`config.mk`:
```
export PLATFORM = sky130hd
export DESIGN_NAME = cmd_frame_rx
export DESIGN_NICKNAME = d
export VERILOG_FILES = /design/src/rtl/cfr_pkg.sv /design/src/rtl/cfr_hdr_decode.sv /design/src/rtl/cfr_word_ctr.sv /design/src/rtl/cfr_gap_timer.sv /design/src/rtl/cmd_frame_rx.sv
export SDC_FILE = /design/constraint.sdc
export NUM_CORES = 1
export LEC_CHECK = 0
export BUFFER_PORTS_ARGS = -buffer_cell sky130_fd_sc_hd__buf_4
export CAP_MARGIN = 30
export CORE_MARGIN = 1
export CORE_UTILIZATION = 55
export DETAILED_ROUTE_END_ITERATION = 16
export PLACE_DENSITY = 0.84
export SLEW_MARGIN = 40
export SYNTH_ARGS = -nofsm -noshare
export SYNTH_HDL_FRONTEND = slang
export SYNTH_SLANG_ARGS = --single-unit
export TNS_END_PERCENT = 50
```
`constraint.sdc`:
```
create_clock -name clk -period 2.9 [get_ports clk]
set_input_delay 0.58 -clock clk [delete_from_list [all_inputs] [get_ports clk]]
set_output_delay 0.58 -clock clk [all_outputs]
set_load 0.01 [all_outputs]
```
`src/rtl/cfr_pkg.sv`:
```
// Shared types for the command frame receiver.
// Assumes: nothing beyond IEEE 1800-2017.
package cfr_pkg;
    // Receiver phases: waiting for a header, forwarding payload,
    // discarding an unsupported frame, enforcing the quiet interval.
    typedef enum logic [1:0] {
        ST_IDLE = 2'd0,
        ST_RECV = 2'd1,
        ST_DROP = 2'd2,
        ST_GAP  = 2'd3
    } cfr_state_e;
endpackage

```
`src/rtl/cfr_hdr_decode.sv`:
```
// Header decoder: splits a header word into command and size fields,
// looks the command up in the support mask and derives the number of
// words that still follow the header.
// Assumes: the size field counts the header itself, so 0 and 1 both
// mean a header-only frame.
module cfr_hdr_decode #(
    parameter int OPC_W = 4,
    parameter int LEN_W = 12,
    parameter logic [(1<<OPC_W)-1:0] SUPPORT_MASK = '1,
    localparam int WORD_W = OPC_W + LEN_W
) (
    input  logic [WORD_W-1:0] hdr,
    output logic [OPC_W-1:0]  opc,
    output logic [LEN_W-1:0]  len,
    output logic              supported,
    output logic              hdr_only,
    output logic [LEN_W-1:0]  tail_cnt
);
    // Field split, mask lookup and tail size.
    always_comb begin
        opc       = hdr[WORD_W-1 -: OPC_W];
        len       = hdr[LEN_W-1:0];
        supported = SUPPORT_MASK[opc];
        hdr_only  = (len <= LEN_W'(1));
        tail_cnt  = len - LEN_W'(1);
    end
endmodule

```
`src/rtl/cfr_word_ctr.sv`:
```
// Remaining-word counter for the body of a frame.
// Assumes: load is asserted only with a nonzero load value, and step is
// asserted only while a frame body is open.
module cfr_word_ctr #(
    parameter int LEN_W = 12
) (
    input  logic             clk,
    input  logic             rst_n,
    input  logic             load,
    input  logic [LEN_W-1:0] load_val,
    input  logic             step,
    output logic             last
);
    logic [LEN_W-1:0] remaining;

    // Load on a header, count down on each body word.
    always_ff @(posedge clk) begin
        if (!rst_n)
            remaining <= '0;
        else if (load)
            remaining <= load_val;
        else if (step)
            remaining <= remaining - LEN_W'(1);
    end

    // The word being taken now closes the frame.
    always_comb last = (remaining == LEN_W'(1));
endmodule

```
`src/rtl/cfr_gap_timer.sv`:
```
// Quiet-interval timer: after start it reports at_end in the
// GAP_CYCLES-th cycle, counting the start cycle's successor as the first.
// Assumes: GAP_CYCLES >= 1; run is held while the interval is active.
module cfr_gap_timer #(
    parameter int GAP_CYCLES = 1_000_000,
    localparam int GAP_W = (GAP_CYCLES < 2) ? 1 : $clog2(GAP_CYCLES)
) (
    input  logic clk,
    input  logic rst_n,
    input  logic start,
    input  logic run,
    output logic at_end
);
    localparam logic [GAP_W-1:0] RELOAD = GAP_W'(GAP_CYCLES - 1);

    logic [GAP_W-1:0] cnt;

    // Reload on frame end, count down while the interval runs.
    always_ff @(posedge clk) begin
        if (!rst_n)
            cnt <= '0;
        else if (start)
            cnt <= RELOAD;
        else if (run && cnt != '0)
            cnt <= cnt - GAP_W'(1);
    end

    // Final cycle of the interval.
    always_comb at_end = (cnt == '0);
endmodule

```
`src/rtl/cmd_frame_rx.sv`:
```
// Command frame receiver top. It accepts a header, forwards or discards
// the words that follow it, pulses done at the end of each frame, and
// holds off the next header for GAP_CYCLES cycles.
// Assumes: words arrive already assembled; the size field is trusted.
// There is no resynchronisation after a wrong size.
module cmd_frame_rx #(
    parameter int OPC_W = 4,
    parameter int LEN_W = 12,
    parameter logic [(1<<OPC_W)-1:0] SUPPORT_MASK = 16'hFFFF,
    parameter int GAP_CYCLES = 1_000_000,
    localparam int WORD_W = OPC_W + LEN_W
) (
    input  logic              clk,
    input  logic              rst_n,
    input  logic [WORD_W-1:0] word_in,
    input  logic              word_valid,
    output logic [OPC_W-1:0]  opcode_out,
    output logic [LEN_W-1:0]  length_out,
    output logic [WORD_W-1:0] payload_out,
    output logic              payload_valid,
    output logic              frame_done,
    output logic              nack_valid,
    output logic              gap_error,
    output logic              busy
);
    import cfr_pkg::*;

    cfr_state_e       state;
    logic [OPC_W-1:0] dec_opc;
    logic [LEN_W-1:0] dec_len;
    logic [LEN_W-1:0] dec_tail;
    logic             dec_ok;
    logic             dec_short;
    logic             ctr_last;
    logic             gap_end;
    logic             take_hdr;
    logic             take_body;
    logic             frame_end;

    cfr_hdr_decode #(
        .OPC_W(OPC_W), .LEN_W(LEN_W), .SUPPORT_MASK(SUPPORT_MASK)
    ) u_dec (
        .hdr(word_in), .opc(dec_opc), .len(dec_len),
        .supported(dec_ok), .hdr_only(dec_short), .tail_cnt(dec_tail)
    );

    // Event decode for the counter and the timer.
    always_comb begin
        take_hdr  = (state == ST_IDLE) && word_valid;
        take_body = ((state == ST_RECV) || (state == ST_DROP)) && word_valid;
        frame_end = (take_hdr && dec_short) || (take_body && ctr_last);
    end

    cfr_word_ctr #(.LEN_W(LEN_W)) u_ctr (
        .clk(clk), .rst_n(rst_n),
        .load(take_hdr && !dec_short), .load_val(dec_tail),
        .step(take_body), .last(ctr_last)
    );

    cfr_gap_timer #(.GAP_CYCLES(GAP_CYCLES)) u_gap (
        .clk(clk), .rst_n(rst_n),
        .start(frame_end), .run(state == ST_GAP), .at_end(gap_end)
    );

    // Phase sequencing and registered outputs.
    always_ff @(posedge clk) begin
        if (!rst_n) begin
            state         <= ST_IDLE;
            opcode_out    <= '0;
            length_out    <= '0;
            payload_out   <= '0;
            payload_valid <= 1'b0;
            frame_done    <= 1'b0;
            nack_valid    <= 1'b0;
            gap_error     <= 1'b0;
        end else begin
            payload_valid <= 1'b0;
            frame_done    <= 1'b0;
            nack_valid    <= 1'b0;
            case (state)
                ST_IDLE: begin
                    if (word_valid) begin
                        opcode_out <= dec_opc;
                        length_out <= dec_len;
                        nack_valid <= !dec_ok;
                        if (dec_short) begin
                            frame_done <= 1'b1;
                            state      <= ST_GAP;
                        end else begin
                            state <= dec_ok ? ST_RECV : ST_DROP;
                        end
                    end
                end
                ST_RECV, ST_DROP: begin
                    if (word_valid) begin
                        if (state == ST_RECV) begin
                            payload_out   <= word_in;
                            payload_valid <= 1'b1;
                        end
                        if (ctr_last) begin
                            frame_done <= 1'b1;
                            state      <= ST_GAP;
                        end
                    end
                end
                ST_GAP: begin
                    if (word_valid)
                        gap_error <= 1'b1;
                    if (gap_end)
                        state <= ST_IDLE;
                end
                default: state <= ST_IDLE;
            endcase
        end
    end

    // Busy covers every phase except waiting for a header.
    always_comb busy = (state != ST_IDLE);
endmodule

```
==> results.yml, run 1 <==
run_status:
  outcome: "finished, final reports clean"
clock_network:
  cts_buffers: 9
  cts_htree_levels: 3
  post_cts_resize_count: 0
  worst_setup_hold_path_clk_slew_ns: 0.08
  cts_tree: "done"
  holdBufCountCts: 0
  clock_tree.root_cell: "clkbuf_8"
  cts_sinks: 69
  postCtsSetupBuffers: 0
  clk_latency_ns: 0.34
  cts_max_path_bufs: 2
layout:
  fillerInstances: 465
  design.final.nets: 479
  synthToLayoutAreaGrowth_pct: 20.0
  seqCellArea_sq_mm: 0.00138
  final_layout_size_suffix_gt1_share_pct: 18.5
  finish.instance_area_sq_mm: 0.00391
  n_antenna_cell: 0
  multi_input_comb_area_sq_mm: 0.00175
detailed_routing:
  num_vias: 3029
  drcViolationCount: 0
  route.detailed.wl_per_inst_microns: 14.8
  firstDrtPassIters: 5
  antenna_violating_nets_post_route: 0
  drt-initial-drc-count: 151
  viasPerCell: 5.77
  wirelength_microns: 7790
floorplanning:
  design.core.area_sq_mm: 0.00561
  initial_utilization_pct: 58.0
  die_area_sq_mm: 0.00623
  boundaryPins: 56
  chipHeight_microns: 78.9
  die_width_microns: 78.9
  fp-row-count: 27
sta:
  max-slew-margin-rel_pct: 48.6
  timing.fmax_ghz: 0.407
  timing.final.ws_setup_ns: 0.444
  fin_tns_setup_ns: 0
  clock_skew_ns: 0.00852
  period_share_pct: 84.7
  max_slew.worst_pin.slew_ns: 0.768
  timing.final.hold_violations: 0
  unrepaired_setup_endpoints_after_global_routing: "no"
  slew_viol_final: 0
  report.final.setup_viol: 0
  period_needed_ns: 2.46
  fin_hold_ws_ns: 0.457
global_routing:
  grt_start_max_net_pins: 22
  initial_antenna_violation_count: 0
  grt_use_total_pct: 26.5
  global_route_wire_length_before_repair_microns: 12800
  sum_of_overflow_across_all_layers_after_global_routing: 0
  first_global_vias: 2765
pwr:
  power.density_mw_per_mm2: 852
  leakagePower_nw: 1.56
  ir_drop_mv: 0.476
worst_setup_path:
  crit_path_max_fanout: 7
  critical_path.max_stage_delay_ns: 0.73
  critical_path.cell_chain: "inv_1, ha_1, nand2_1, or4b_2, nor3_1, xnor2_1, o22ai_1"
  setup.worst_path.end_class: "register"
  critPathArrivalTime_ns: 2.67
  type_of_the_setup_path_with_the_least_slack: "register to register"
  worst_setup_path_start_kind: "register"
  critical_path.slowest_cell: "or4b_2"
  critical_path_required_ns: 3.12
  worst-path-buf-inv: 1
  timing.critical_path.max_delay_family: "simple AND/OR/NAND/NOR gates"
  setup.reg_to_reg.worst_slack_ns: 0.44
placement:
  detailed_place_hpwl_microns: 5480
  port_buffers: 54
  pre_cts_ws_ns: 0.328
  placed_cell_area_sq_mm: 0.00372
  place.gp.congestion: 0.873
synth:
  ys_dominant_reg_cell: "dfxtp_1"
  ys_seq_area_share_pct: 42.4
  ys_types: 48
  syn_nets: 426
  synth.cell_area_sq_mm: 0.00325
  async_reset_ff_share_pct: 0
  syn-mean-instance-area_sq_um: 8.20
  synth-seq-cells: 69
  synthCells: 397
  synth-warning-count: 0
  number_of_synthesized_flops_with_an_enable_pin: 0
flow_run:
  timing.max_cap.violations: 0
min_path:
  hold_path.class: "register to register"
-- kinds of logic after synthesis --
logic type | count (synthesis) | synth area share [%]
and+or+nand+nor | 174 | 25.8
buffers and inverters | 31 | 3.73
xor gates and xnor gates | 35 | 9.42
other | 1 | 0.115
adders and majority gates | 10 | 3.84
muxes | 3 | 1.08
AOI/OAI and AO/OA | 74 | 13.6
DFF | 69 | 42.4
-- path summary, 6_finish.rpt --
kind | startpoint | cells past startpoint | end
max | state[0] | 7 | u_ctr.remaining[9]
min | length_out[9] | 2 | length_out[9]
max reg2reg | state[0] | 7 | u_ctr.remaining[9]
min reg2reg | length_out[9] | 2 | length_out[9]
-- worst min-delay path, cell delays in order, from the launching register on --
cell and delay (ns):
dfxtp_1 0.31, nand2_1 0.05, a21oi_1 0.05
-- cells in the mapped netlist (all sizes together), types with 2 or more instances --
| master | count | share of area [%] |
|---|---|---|
| inv | 13 | 1.5 |
| nand3 | 4 | 0.62 |
| nand2b | 2 | 0.38 |
| nand2 | 80 | 9.2 |
| o21a | 2 | 0.69 |
| buf | 5 | 0.73 |
| mux2i | 2 | 0.62 |
| o21ai | 4 | 0.62 |
| a211oi | 7 | 1.8 |
| o22ai | 2 | 0.38 |
| dfxtp | 69 | 42 |
| nand4 | 2 | 0.38 |
| or4b | 2 | 0.62 |
| or4 | 9 | 2.2 |
| or3 | 9 | 1.7 |
| clkbuf | 13 | 1.5 |
| xnor2 | 26 | 7.0 |
| or2 | 2 | 0.38 |
| nor2 | 34 | 3.9 |
| ha | 10 | 3.8 |
| nor3 | 5 | 0.77 |
| a21oi | 49 | 7.7 |
| a31oi | 2 | 0.38 |
| nor4b | 2 | 0.54 |
| o2111ai | 2 | 0.54 |
| nor4 | 17 | 3.5 |
| xor2 | 9 | 2.4 |
-- per-stage QoR --
step	util (%)	power, mW	instances
finish	69.7	3.33	525
global route	69.7	3.53	525
CTS	69.7	3.32	525
detailed placement	66.4	2.58	511
global placement	66.4	2.53	511
floorplan	-	2.17	397
-- flip-flops by register name (all words and copies together) (netlist names) --
name             cells
u_gap.cnt           20
payload_out         16
length_out          12
u_ctr.remaining     12
opcode_out           4
state                2
frame_done           1
gap_error            1
payload_valid        1
-- power by group --
part	total, mW	switching [mW]	internal (mW)
combinational	1.32	0.762	0.560
sequential	1.26	0.146	1.12
clock	0.744	0.350	0.394
total	3.33	1.26	2.07
-- final cells by class --
type | count | share of cell area [%]
inverter | 13 | 1.25
sequential | 69 | 35.4
multi-input combinational | 297 | 44.8
clock inverter | 1 | 0.128
clock buffer | 13 | 4.58
tap | 72 | 2.31
timing repair buffer | 60 | 11.5
-- metal layers --
metal	GRT usage [%]	vias up	wire length, microns
met4	11.8	0	157
met1	34.4	1432	3530
met2	42.2	105	3700
met3	5.86	15	402
li1	-	1477	-
met5	0	-	0
-- placed cells by master, fill, tap and decap left out, types with 8 or more instances in the layout --
| cell | netlist | layout |
|---|---|---|
| clkbuf_8 | 0 | 13 |
| ha_1 | 10 | 10 |
| xnor2_1 | 26 | 26 |
| nor4_1 | 16 | 16 |
| dfxtp_1 | 69 | 69 |
| xor2_1 | 9 | 9 |
| buf_4 | 1 | 60 |
| inv_1 | 13 | 13 |
| nor2_1 | 34 | 34 |
| or4_1 | 8 | 8 |
| or3_1 | 9 | 9 |
| a21oi_1 | 48 | 48 |
| nand2_1 | 80 | 80 |
No activity file was read; power rests on OpenSTA's default activity.
==> inputs of run 2 (changes only) <==
clock period = 2.55 ns   (was 2.9 ns; I/O delays follow)
==> results.yml, run 2 (synthesized netlist as in run 1, its figures left out) <==
run_status:
  outcome: "finished, final reports clean"
detailed_routing:
  drt-initial-drc-count: 189
  wirelength_microns: 7580
  route.detailed.wl_per_inst_microns: 14.4
  drcViolationCount: 0
  viasPerCell: 5.58
  firstDrtPassIters: 4
  antenna_violating_nets_post_route: 0
  num_vias: 2937
clock_network:
  clk_latency_ns: 0.34
  clock_tree.root_cell: "clkbuf_8"
  worst_setup_hold_path_clk_slew_ns: 0.07
  cts_sinks: 69
  cts_max_path_bufs: 2
  cts_htree_levels: 3
  cts_buffers: 9
  postCtsSetupBuffers: 0
  cts_tree: "done"
global_routing:
  grt_start_max_net_pins: 48
  first_global_vias: 2640
  sum_of_overflow_across_all_layers_after_global_routing: 0
  initial_antenna_violation_count: 0
  global_route_wire_length_before_repair_microns: 12500
  grt_use_total_pct: 26.1
sta:
  timing.final.hold_violations: 0
  timing.fmax_ghz: 0.424
  timing.final.ws_setup_ns: 0.191
  clock_skew_ns: 0.0105
  max-slew-margin-rel_pct: 54.6
  fin_hold_ws_ns: 0.422
  period_share_pct: 92.5
  report.final.setup_viol: 0
  unrepaired_setup_endpoints_after_global_routing: "no"
  max_slew.worst_pin.slew_ns: 0.681
  slew_viol_final: 0
  period_needed_ns: 2.36
placement:
  place.gp.congestion: 0.822
  placed_cell_area_sq_mm: 0.00373
  port_buffers: 54
  pre_cts_ws_ns: -0.0130
  post-place-cells: 511
  detailed_place_hpwl_microns: 5390
layout:
  n_antenna_cell: 0
  most_frequent_cells_in_the_layout: "79 x nand2_1, 69 x dfxtp_1, 59 x buf_4"
  final_layout_size_suffix_gt1_share_pct: 18.7
  finish.instance_area_sq_mm: 0.00392
  largest_register_ffs: 20
  top_register: "u_gap.cnt"
  design.final.nets: 479
  synthToLayoutAreaGrowth_pct: 20.4
  fillerInstances: 463
  top_regs: "u_gap.cnt x20, payload_out x16"
  final_cells: 526
  mostFrequentLayoutCell: "nand2_1"
floorplanning:
  design.core.area_sq_mm: 0.00561
  boundaryPins: 56
  fp-row-count: 27
  die_area_sq_mm: 0.00623
  die_width_microns: 78.9
  chipHeight_microns: 78.9
  initial_utilization_pct: 58.0
worst_setup_path:
  setup.reg_to_reg.worst_slack_ns: 0.19
  timing.critical_path.from: "state[0]"
  critical_path.slowest_cell: "or4b_2"
  setup.worst_path.end_class: "register"
  critical_path.max_stage_delay_ns: 0.71
  critical_path.reg2reg.endpoint: "u_ctr.remaining[9]"
  regToRegStartpoint: "state[0]"
  critical_path_required_ns: 2.77
  critPathArrivalTime_ns: 2.58
  worst_setup_path_start_kind: "register"
  worstRegToRegCells: 7
  critical_path.cell_chain: "inv_1, ha_1, nand2_2, or4b_2, nor3_1, xnor2_1, o22ai_1"
  type_of_the_setup_path_with_the_least_slack: "register to register"
  crit_path_max_fanout: 7
  worstSetupEndpoint: "u_ctr.remaining[9]"
pwr:
  post-layout-total-power_mw: 3.75
  power.density_mw_per_mm2: 956
  ir_drop_mv: 0.533
  leakagePower_nw: 1.56
min_path:
  hold_path.class: "input pin to register"
flow_run:
  timing.max_cap.violations: 0
run 2: area by class of cell:
class / instances / area, sq um / area share [%]
sequential: 69 / 1380 / 35.3
inverter: 13 / 48.8 / 1.25
clock inverter: 1 / 5.00 / 0.128
multi-input combinational: 297 / 1760 / 44.8
tap: 72 / 90.1 / 2.30
timing repair buffer: 60 / 463 / 11.8
clock buffer: 14 / 173 / 4.41
run 2: how the worst min path moves through the flow:
| stage | start | to | slack [ns] | cells after the start |
|---|---|---|---|---|
| 6_report | word_in[0] | u_ctr.remaining[0] | 0.42 | 2 |
| 3_3_place_gp | length_out[1] | length_out[1] | 0.44 | 2 |
| 4_1_cts | word_in[0] | u_ctr.remaining[0] | 0.41 | 2 |
| 5_1_grt | word_in[0] | u_ctr.remaining[0] | 0.41 | 2 |
| 2_1_floorplan | u_gap.cnt[6] | u_gap.cnt[6] | 0.46 | 2 |
| 3_5_place_dp | length_out[7] | length_out[7] | 0.45 | 2 |
run 2: per-stage QoR:
step	utilization (%)	setup TNS, ns
floorplan	-	0
global placement	66.6	0
detailed placement	66.6	-0.0338
CTS	69.8	0
global route	69.9	0
finish	69.9	0
run 2: worst max-delay path, delay by kind of cell (launching register included):
family                   cells  cell delay, ns
AND/OR/NAND/NOR              3            1.06
adder cells (fa/ha/maj)      1            0.42
flip-flops                   1            0.41
XOR/XNOR                     1            0.17
AO/OA/AOI/OAI                1            0.10
buffers and inverters        1            0.09
run 2: power breakdown:
part	internal [mW]	switching, mW
clock	0.427	0.379
sequential	1.27	0.168
combinational	0.645	0.856
run 2: routing by layer:
| layer | share of wire, % | vias up | track usage, % |
|---|---|---|---|
| met4 | 1.3 | 0 | 11.8 |
| met1 | 48 | 1349 | 36.4 |
| met5 | 0 | - | 0 |
| li1 | - | 1473 | - |
| met3 | 6.2 | 8 | 5.06 |
| met2 | 45 | 107 | 38.7 |
run 2: what timing repair did:
action,in CTS,in global routing
endpoints found under the setup margin,0,1
gates resized for setup,0,1
hold endpoints to repair,0,0
hold buffers,0,0
==> inputs of run 3 (changes only) <==
--- a/config.mk
+++ b/config.mk
@@ -11,5 +11,5 @@
 export CORE_UTILIZATION = 55
 export DETAILED_ROUTE_END_ITERATION = 16
-export PLACE_DENSITY = 0.84
+export PLACE_DENSITY = 0.75
 export SLEW_MARGIN = 40
 export SYNTH_ARGS = -nofsm -noshare
==> constraint.sdc (replaced) <==
create_clock -name clk -period 2.55 [get_ports clk]
set_input_delay 0.1275 -clock clk [delete_from_list [all_inputs] [get_ports clk]]
set_output_delay 0.1275 -clock clk [all_outputs]
set_load 0.01 [all_outputs]
==> results.yml, run 3 (synthesized netlist as in run 1, its figures left out) <==
layout:
  most_frequent_cells_in_the_layout: "80 x nand2_1, 68 x dfxtp_1, 60 x buf_4"
  synthToLayoutAreaGrowth_pct: 21.0
  n_antenna_cell: 0
  design.final.nets: 480
  final_cells: 528
  final_layout_size_suffix_gt1_share_pct: 18.9
  top_register: "u_gap.cnt"
  top_regs: "u_gap.cnt x20, payload_out x16"
  largest_register_ffs: 20
  mostFrequentLayoutCell: "nand2_1"
run_status:
  outcome: "finished, final reports clean"
clock_network:
  cts_tree: "done"
  clock_tree.root_cell: "clkbuf_8"
  cts_buffers: 9
  clk_latency_ns: 0.34
  holdBufCountCts: 0
  worst_setup_hold_path_clk_slew_ns: 0.07
  cts_htree_levels: 3
  postCtsSetupBuffers: 0
  cts_max_path_bufs: 2
  cts_sinks: 69
worst_setup_path:
  regToRegStartpoint: "state[1]"
  worstSetupEndpoint: "u_ctr.remaining[9]"
  critical_path.max_stage_delay_ns: 0.72
  worstRegToRegCells: 7
  type_of_the_setup_path_with_the_least_slack: "register to register"
  setup.reg_to_reg.worst_slack_ns: 0.20
  critical_path_required_ns: 2.77
  critical_path.reg2reg.endpoint: "u_ctr.remaining[9]"
  critPathArrivalTime_ns: 2.56
  worst_setup_path_start_kind: "register"
  critical_path.cell_chain: "inv_1, ha_1, nand2_1, or4b_2, nor3_1, xnor2_1, o22ai_1"
  timing.critical_path.from: "state[1]"
  crit_path_max_fanout: 7
  critical_path.slowest_cell: "or4b_2"
  setup.worst_path.end_class: "register"
sta:
  fin_tns_setup_ns: 0
  slew_viol_final: 0
  max-slew-margin-rel_pct: 46.3
  report.final.setup_viol: 0
  period_share_pct: 92.0
  max_slew.worst_pin.slew_ns: 0.802
  clock_skew_ns: 0.0103
  timing.fmax_ghz: 0.426
  timing.final.hold_violations: 0
  period_needed_ns: 2.35
  unrepaired_setup_endpoints_after_global_routing: "no"
floorplanning:
  chipHeight_microns: 78.9
  die_area_sq_mm: 0.00623
  fp-row-count: 27
  boundaryPins: 56
  initial_utilization_pct: 58.0
  design.core.area_sq_mm: 0.00561
  die_width_microns: 78.9
pwr:
  power.sequential.fraction_pct: 37.4
  power.switching_mw: 1.41
  pint_mw: 2.42
  portion_of_total_power_attributed_to_the_clock_network_pct: 22.8
  switching_share_pct: 36.8
  ir_drop_mv: 0.548
  leakagePower_nw: 1.57
  power.share.combinational_pct: 39.7
  power.density_mw_per_mm2: 972
detailed_routing:
  firstDrtPassIters: 4
  num_vias: 2882
  drcViolationCount: 0
  antenna_violating_nets_post_route: 0
  route.detailed.wl_per_inst_microns: 14.2
  drt-initial-drc-count: 157
  viasPerCell: 5.46
  wirelength_microns: 7510
min_path:
  hold_path.class: "input pin to register"
  hp-start: "word_in[14]"
global_routing:
  initial_antenna_violation_count: 0
  grt_start_max_net_pins: 47
  global_route_wire_length_before_repair_microns: 12600
  sum_of_overflow_across_all_layers_after_global_routing: 0
  grt_use_total_pct: 25.8
  first_global_vias: 2657
flow_run:
  timing.max_cap.violations: 0
placement:
  port_buffers: 54
  place.gp.congestion: 0.806
  post-place-cells: 512
  detailed_place_hpwl_microns: 5270
==> run 3: cell types whose count changed in the layout (fill, tap and decap cells not counted) <==
| cell | delta |
|---|---|
| dfxtp_2 | +1 |
| clkbuf_8 | -2 |
| nand2_2 | -1 |
| nor2_2 | -1 |
| clkinv_2 | +1 |
| dfxtp_1 | -1 |
| nor2_1 | +1 |
| buf_4 | +1 |
| clkinvlp_4 | +1 |
| nand2_1 | +1 |
| bufinv_16 | +1 |
==> run 3: timing repair <==
item,4_1_cts,5_1_grt
setup endpoints to repair,0,1
hold endpoints to repair,0,0
resized for setup,0,1
==> run 3: how the worst min path moves through the flow <==
| stage | endpoint | slack (ns) | cells past startpoint |
|---|---|---|---|
| finish | payload_out[14] | 0.04 | 3 |
| detailed placement | u_ctr.remaining[0] | 0.39 | 2 |
| CTS | payload_out[14] | 0.03 | 3 |
| global placement | opcode_out[1] | 0.39 | 3 |
| global route | opcode_out[2] | 0.03 | 3 |
| floorplan | u_ctr.remaining[0] | 0.22 | 1 |
==> run 3: worst max-delay path, delay by kind of cell (launching register included) <==
family                   cells  cell delay, ns
AND/OR/NAND/NOR              3            1.10
adder cells (fa/ha/maj)      1            0.41
flip-flops                   1            0.37
XOR/XNOR                     1            0.16
buffers and inverters        1            0.10
AO/OA/AOI/OAI                1            0.10
==> run 3: layout make-up <==
cell class / count / area, sq um
Inverter: 13 / 48.8
Multi-Input combinational cell: 297 / 1750
Clock inverter: 4 / 47.5
Clock buffer: 12 / 145
Fill cell: 485 / 1670
Tap cell: 72 / 90.1
Sequential cell: 69 / 1380
Timing Repair Buffer: 61 / 470
==> run 3: layer usage <==
layer	wire, microns	track usage [%]	share of wire, %
met4	124	10.4	1.7
met1	3690	35.6	49
met3	339	5.06	4.5
met2	3360	39.7	45
met5	0	0	0
==> run 3: stage by stage <==
stage                     instance area (sq um)  power, mW  util [%]  hold WS, ns  setup WS, ns
after floorplan                            3250       2.47         -        0.223         0.304
after global placement                     3740       2.92      66.7        0.387         0.295
after detailed placement                   3740       2.95      66.7        0.393         0.177
after CTS                                  3940       3.83      70.2       0.0348         0.157
after global routing                       3940       4.09      70.2       0.0326        0.0440
final                                      3940       3.83      70.2       0.0421         0.204
==> run 3: power by group through the flow <==
| stage | Clock [mW] | Sequential (mW) | Combinational, mW |
|---|---|---|---|
| final | 0.874 | 1.43 | 1.52 |
| after global routing | 0.936 | 1.46 | 1.69 |
| after CTS | 0.887 | 1.43 | 1.52 |
| after detailed placement | 0 | 1.45 | 1.50 |
| after global placement | 0 | 1.44 | 1.48 |
| after floorplan | 0 | 1.46 | 1.01 |
